--- config.mk ---
export PLATFORM = sky130hd
export DESIGN_NAME = eprom_burn_seq
export DESIGN_NICKNAME = d
export VERILOG_FILES = /design/src/rtl/eprom_burn_pkg.sv /design/src/rtl/burn_pulse_timer.sv /design/src/rtl/burn_byte_cmp.sv /design/src/rtl/eprom_burn_seq.sv
export SDC_FILE = /design/constraint.sdc
export NUM_CORES = 1
export LEC_CHECK = 0
export ABC_AREA = 1
export BUFFER_PORTS_ARGS = -buffer_cell sky130_fd_sc_hd__buf_4
export CORE_ASPECT_RATIO = 0.9
export CORE_UTILIZATION = 40
export CTS_BUF_LIST = sky130_fd_sc_hd__clkbuf_4 sky130_fd_sc_hd__clkbuf_8 sky130_fd_sc_hd__clkbuf_16
export DETAILED_ROUTE_END_ITERATION = 6
export HOLD_SLACK_MARGIN = 0.08
export PLACE_DENSITY = 0.61
export SLEW_MARGIN = 20
export SYNTH_ARGS = -nofsm -noshare
export SYNTH_HDL_FRONTEND = slang
export SYNTH_SLANG_ARGS = --single-unit
export TNS_END_PERCENT = 10
--- constraint.sdc ---
create_clock -name clk -period 2.06 [get_ports clk]
set_clock_uncertainty 0.2 [all_clocks]
set_input_delay 0.103 -clock clk [delete_from_list [all_inputs] [get_ports clk]]
set_output_delay 0.103 -clock clk [all_outputs]
set_load 0.02 [all_outputs]
--- src/rtl/eprom_burn_pkg.sv ---
package eprom_burn_pkg;

    typedef enum logic [2:0] {
        ST_IDLE,
        ST_FETCH,
        ST_LATCH,
        ST_PULSE,
        ST_PVFY,
        ST_FFETCH,
        ST_FLATCH,
        ST_FVFY
    } burn_st_e;

endpackage

--- src/rtl/burn_pulse_timer.sv ---
module burn_pulse_timer #(
    parameter int CYCLES = 20000
) (
    input  logic clk,
    input  logic rst_n,
    input  logic load,
    output logic last
);
    localparam int CW = (CYCLES > 1) ? $clog2(CYCLES) : 1;

    typedef struct packed {
        logic          run;
        logic [CW-1:0] cnt;
    } tmr_t;

    tmr_t t_d, t_q;

    always_comb begin
        t_d = t_q;
        if (load) begin
            t_d.run = 1'b1;
            t_d.cnt = CW'(CYCLES - 1);
        end else if (t_q.run) begin
            if (t_q.cnt == '0) t_d.run = 1'b0;
            else               t_d.cnt = t_q.cnt - 1'b1;
        end
    end

    always_ff @(posedge clk or negedge rst_n) begin
        if (!rst_n) t_q <= '0;
        else        t_q <= t_d;
    end

    assign last = t_q.run && (t_q.cnt == '0);

endmodule

--- src/rtl/burn_byte_cmp.sv ---
module burn_byte_cmp #(
    parameter int DATA_W = 8
) (
    input  logic [DATA_W-1:0] rd,
    input  logic [DATA_W-1:0] want,
    output logic              match,
    output logic              want_blank
);
    assign match      = (rd == want);
    assign want_blank = &want;
endmodule

--- src/rtl/eprom_burn_seq.sv ---
module eprom_burn_seq
    import eprom_burn_pkg::*;
#(
    parameter int ADDR_W     = 14,
    parameter int DATA_W     = 8,
    parameter int CLK_PER_US = 200,
    parameter int PULSE_US   = 100,
    parameter int MAX_PULSES = 25
) (
    input  logic              clk,
    input  logic              rst_n,
    input  logic              start,
    output logic [ADDR_W-1:0] img_addr,
    input  logic [DATA_W-1:0] img_data,
    output logic [ADDR_W-1:0] mem_addr,
    input  logic [DATA_W-1:0] mem_dq_i,
    output logic [DATA_W-1:0] mem_dq_o,
    output logic              mem_dq_oe,
    output logic              mem_ce_n,
    output logic              mem_oe_n,
    output logic              mem_pgm_n,
    output logic              vpp_prog,
    output logic              vcc_raise,
    output logic              busy,
    output logic              done,
    output logic              fail,
    output logic [ADDR_W-1:0] fail_addr
);
    localparam int PULSE_CYC = CLK_PER_US * PULSE_US;
    localparam int PCNT_W    = $clog2(MAX_PULSES + 1);
    localparam logic [ADDR_W-1:0] LAST_ADDR = {ADDR_W{1'b1}};
    localparam logic [PCNT_W-1:0] PCNT_MAX  = PCNT_W'(MAX_PULSES);

    typedef struct packed {
        burn_st_e          state;
        logic [ADDR_W-1:0] addr;
        logic [DATA_W-1:0] data;
        logic [PCNT_W-1:0] pcnt;
        logic              busy;
        logic              done;
        logic              fail;
        logic [ADDR_W-1:0] fail_addr;
    } seq_t;

    seq_t cur_q, nxt_d;
    logic tmr_load, tmr_last, rd_match, want_blank, fail_now;

    burn_pulse_timer #(.CYCLES(PULSE_CYC)) u_timer (
        .clk   (clk),
        .rst_n (rst_n),
        .load  (tmr_load),
        .last  (tmr_last)
    );

    burn_byte_cmp #(.DATA_W(DATA_W)) u_cmp (
        .rd         (mem_dq_i),
        .want       (cur_q.data),
        .match      (rd_match),
        .want_blank (want_blank)
    );

    always_comb begin
        nxt_d      = cur_q;
        nxt_d.done = 1'b0;
        tmr_load   = 1'b0;
        fail_now   = 1'b0;
        unique case (cur_q.state)
            ST_IDLE: begin
                if (start) begin
                    nxt_d.state = ST_FETCH;
                    nxt_d.addr  = '0;
                    nxt_d.busy  = 1'b1;
                    nxt_d.fail  = 1'b0;
                end
            end
            ST_FETCH: begin
                nxt_d.state = ST_LATCH;
                nxt_d.pcnt  = '0;
            end
            ST_LATCH: begin
                nxt_d.data = img_data;
                if (&img_data) begin
                    nxt_d.state = ST_PVFY;
                end else begin
                    nxt_d.state = ST_PULSE;
                    nxt_d.pcnt  = PCNT_W'(1);
                    tmr_load    = 1'b1;
                end
            end
            ST_PULSE: begin
                if (tmr_last) nxt_d.state = ST_PVFY;
            end
            ST_PVFY: begin
                if (rd_match) begin
                    if (cur_q.addr == LAST_ADDR) begin
                        nxt_d.addr  = '0;
                        nxt_d.state = ST_FFETCH;
                    end else begin
                        nxt_d.addr  = cur_q.addr + 1'b1;
                        nxt_d.state = ST_FETCH;
                    end
                end else if (want_blank || cur_q.pcnt == PCNT_MAX) begin
                    fail_now = 1'b1;
                end else begin
                    nxt_d.pcnt  = cur_q.pcnt + 1'b1;
                    nxt_d.state = ST_PULSE;
                    tmr_load    = 1'b1;
                end
            end
            ST_FFETCH: nxt_d.state = ST_FLATCH;
            ST_FLATCH: begin
                nxt_d.data  = img_data;
                nxt_d.state = ST_FVFY;
            end
            ST_FVFY: begin
                if (rd_match) begin
                    if (cur_q.addr == LAST_ADDR) begin
                        nxt_d.done  = 1'b1;
                        nxt_d.busy  = 1'b0;
                        nxt_d.state = ST_IDLE;
                    end else begin
                        nxt_d.addr  = cur_q.addr + 1'b1;
                        nxt_d.state = ST_FFETCH;
                    end
                end else begin
                    fail_now = 1'b1;
                end
            end
            default: nxt_d.state = ST_IDLE;
        endcase
        if (fail_now) begin
            nxt_d.fail      = 1'b1;
            nxt_d.fail_addr = cur_q.addr;
            nxt_d.busy      = 1'b0;
            nxt_d.state     = ST_IDLE;
        end
    end

    always_ff @(posedge clk or negedge rst_n) begin
        if (!rst_n) cur_q <= '{state: ST_IDLE, default: '0};
        else        cur_q <= nxt_d;
    end

    logic prog_phase, in_read;
    assign prog_phase = (cur_q.state == ST_FETCH) || (cur_q.state == ST_LATCH) ||
                        (cur_q.state == ST_PULSE) || (cur_q.state == ST_PVFY);
    assign in_read    = (cur_q.state == ST_PVFY) || (cur_q.state == ST_FVFY);

    assign img_addr  = cur_q.addr;
    assign mem_addr  = cur_q.addr;
    assign mem_dq_o  = cur_q.data;
    assign mem_dq_oe = (cur_q.state == ST_PULSE);
    assign mem_pgm_n = !(cur_q.state == ST_PULSE);
    assign mem_oe_n  = !in_read;
    assign mem_ce_n  = !(in_read || cur_q.state == ST_PULSE);
    assign vpp_prog  = prog_phase;
    assign vcc_raise = prog_phase;
    assign busy      = cur_q.busy;
    assign done      = cur_q.done;
    assign fail      = cur_q.fail;
    assign fail_addr = cur_q.fail_addr;

endmodule

==> reports/metrics.cfg <==
[yosys]
synthTopCellsByCount = nand2_1 (180), dfrtp_1 (63), nor2_1 (54)
ys_types = 32
yosys.area_share.simple_pct = 35.39
ys_warn_count = 0
synth_seq_cells = 63
synthAdderAreaFrac_pct = 1.523
yosysTopAreaCell = dfrtp_1
synth_compound_area_share_pct = 5.148
synth_ff_type = dfrtp_1
synth_edf_count = 0
postSynthCellCount = 568
synthXorXnorAreaFrac_pct = 3.625
syn_area_um2 = 4108
ys_top_cells_by_area = dfrtp_1 (38%), nand2_1 (16%), buf_4 (9.3%), nand3_1 (5.2%), nor2_1 (4.9%)
synth.most_common_cell = nand2_1
synthArstFlopShare_pct = 100.0
syn_avg_cell_area_um2 = 7.232
synthMuxAreaShare_pct = 0
yosysSeqAreaShare_pct = 38.38
syn_nets = 592
synth_top_family_by_area = simple AND/OR/NAND/NOR gates
synth_top_area_share_pct = 38.38

[global_route]
antenna_found_initial = 0
grt_pass1_vias = 3450
met3_usage_pct = 3.071
grt_use_met2_pct = 29.50
grt_use_met1_pct = 30.23
grt_max_degree = 64
grt_overflow = 0
grt_busiest_layer = met1
gr-usage-all-layers_pct = 20.14
grt_pass1_wl_um = 16780

[timing]
slew_violations = 0
grt_setup_unrepaired = false
hold_viol = 0
fmax_mhz = 511.6
setup_viol = 0
setup-tns-final_ns = 0
post-route-period-util_pct = 94.88
worst_pin_slew_ns = 0.7995
slew_headroom_pct = 46.70
min_period_ns = 1.954

[floorplan]
coreArea_um2 = 9827
start_util_pct = 41.80
num_rows = 34
fp.dieH_um = 98.14
fp.dieW_um = 108.8
die-area_um2 = 10680
io_pins = 78

[pwr]
peakVddDrop_mv = 0.3582
power.share.sequential_pct = 43.5
p_leak_nw = 2.575
power_frac_comb_pct = 3.1
swShare_pct = 19.66
switching_power_w = 0.0005602
clockPowerShare_pct = 53.4
p_per_area_nw_per_um2 = 568.4
p_int_w = 0.002290

[routing]
first_iter_violations = 210
drt_first_pass_iters = 5
drtAntennaViolNets = 0
avgViaCountPerCell = 4.839
routedWlPerCell_um = 13.14
wl_um = 10010
vias = 3687
drc = 0

[placed_design]
port_buffers = 77
dp_hpwl_um = 7519
routabilityCongestion = 0.9107

[final_layout]
syn_to_final_growth_pct = 22.05
antenna_cells = 0
finalNetCount = 656
layout-drive-gt1-share_pct = 23.11
utilization_pct = 51.02
fillCellCount = 948

[worst_setup_path]
cp.required_ns = 1.76
start_kind = register
reg2reg_to = img_addr[0]
arrival_ns = 1.65
reg2reg_slack_ns = 0.18
cp_max_fo = 9
critPathLaunch = cur_q[46]
worst_setup_path_end_kind = primary output
worstSetupPathType = register to primary output
timing.rr.start = mem_dq_o[6]
ff2ff_path_depth = 11
crit_end = mem_ce_n

[clocking]
clock_latency_ns = 0.32
cts_tree = yes
cts_sinks = 63
root_buffer = clkbuf_16
cts_max_path_buffers = 2
cts_setup_buffers = 0
cts_made_buffers = 9
cts.clk_slew.worst_paths_ns = 0.05
htreeDepth = 3

[worst_hold_path]
hold_depth = 7
hold_path.class = primary input to register

[run]
maxCapViolCount = 0

[run_status]
outcome = finished clean

metal layers:
| layer | wire (um) | share of wire (%) |
|---|---|---|
| met2 | 4513 | 45 |
| met1 | 4796 | 48 |
| met5 | 0 | 0 |
| met4 | 98 | 0.98 |
| met3 | 602 | 6.0 |
cell type report:
class                   count  area, um^2  area share (%)
clock buffers              12       260.3           5.191
clock inverters             3       42.54          0.8485
inverters                  58       217.7           4.342
multi-input cells         387        1882           37.53
flip-flops and latches     63        1577           31.44
well taps                 126       157.7           3.144
repair buffers            113       877.1           17.49
per-stage QoR:
step	cells	instance area, um^2	total power [W]	setup slack (ns)	hold slack [ns]
after global routing	762	5014	0.002953	0.001563	0.1761
after global placement	737	4602	0.001337	0.1729	0.04816
final	762	5014	0.002850	0.1055	0.1466
after detailed placement	737	4602	0.001337	0.1124	0.05084
after CTS	762	5005	0.002896	0.08200	0.1377
after floorplan	568	4108	0.001278	0.1402	-0.3926
worst max-delay path, stage by stage, from the launching register on:
cell and delay, ns:
dfrtp_1 0.46, inv_2 0.15, nor2_4 0.07, inv_2 0.15, nand2_1 0.12, buf_4 0.16, nor2_1 0.08, buf_4 0.14
cell usage in the layout (no fill, tap or decap):
cell and n:
clkinvlp_4 1, nor4_1 1, nand3_2 1, nor2_1 53, dlygate4sd3_1 10, bufinv_16 1, buf_6 1, nand2_4 3
nand3b_1 4, nand3_1 43, o21ai_0 18, a21oi_1 8, nor3_1 4, nand2_1 179, xnor2_1 10, clkbuf_8 2
o22ai_1 1, ha_1 5, clkinv_2 1, and3_1 1, nor2_2 4, nor3_4 1, nand4_1 17, clkbuf_4 1
o21ai_1 12, buf_4 102, inv_2 8, dfrtp_1 63, o21bai_1 1, a21boi_0 1, clkbuf_16 9, nor2_4 3
nand2_2 7, and2_1 1, xor2_1 7, nand3_4 2, inv_1 50
state kept, by name, indices dropped and copies added, names as in the netlist:
register and cells:
busy 1, u_timer.t_q 16, cur_q 8, fail_addr 14, done 1, mem_dq_o 8, fail 1, img_addr 14
timing repair:
| item | in CTS | in global routing |
|---|---|---|
| endpoints found under the setup margin | 0 | 20 |
| resized for setup | 0 | 4 |
| hold endpoints to repair | 73 | 0 |
| hold buffers | 10 | 0 |
power by group through the flow:
stage	Clock, W	Sequential (W)	Combinational [W]
after CTS	0.00157	0.00124	0.0000903
after global routing	0.00161	0.00124	0.0000994
after global placement	0	0.00126	0.0000746
after detailed placement	0	0.00126	0.0000755
after floorplan	0	0.00126	0.0000146
final	0.00152	0.00124	0.0000877
worst min path at each step:
stage	from	to	slack, ns
after floorplan	rst_n	busy	-0.39
after global placement	rst_n	fail_addr[7]	0.05
after detailed placement	rst_n	fail_addr[7]	0.05
after CTS	mem_dq_i[2]	done	0.14
after global routing	mem_dq_i[2]	done	0.18
final	mem_dq_i[2]	done	0.15
logic make-up after synthesis:
logic type | after synthesis
AOI/OAI and AO/OA | 41
xor gates and xnor gates | 17
adders and majority gates | 5
DFF | 63
and+or+nand+nor | 324
buffers and inverters | 118
No activity file was read; power rests on OpenSTA's default activity.
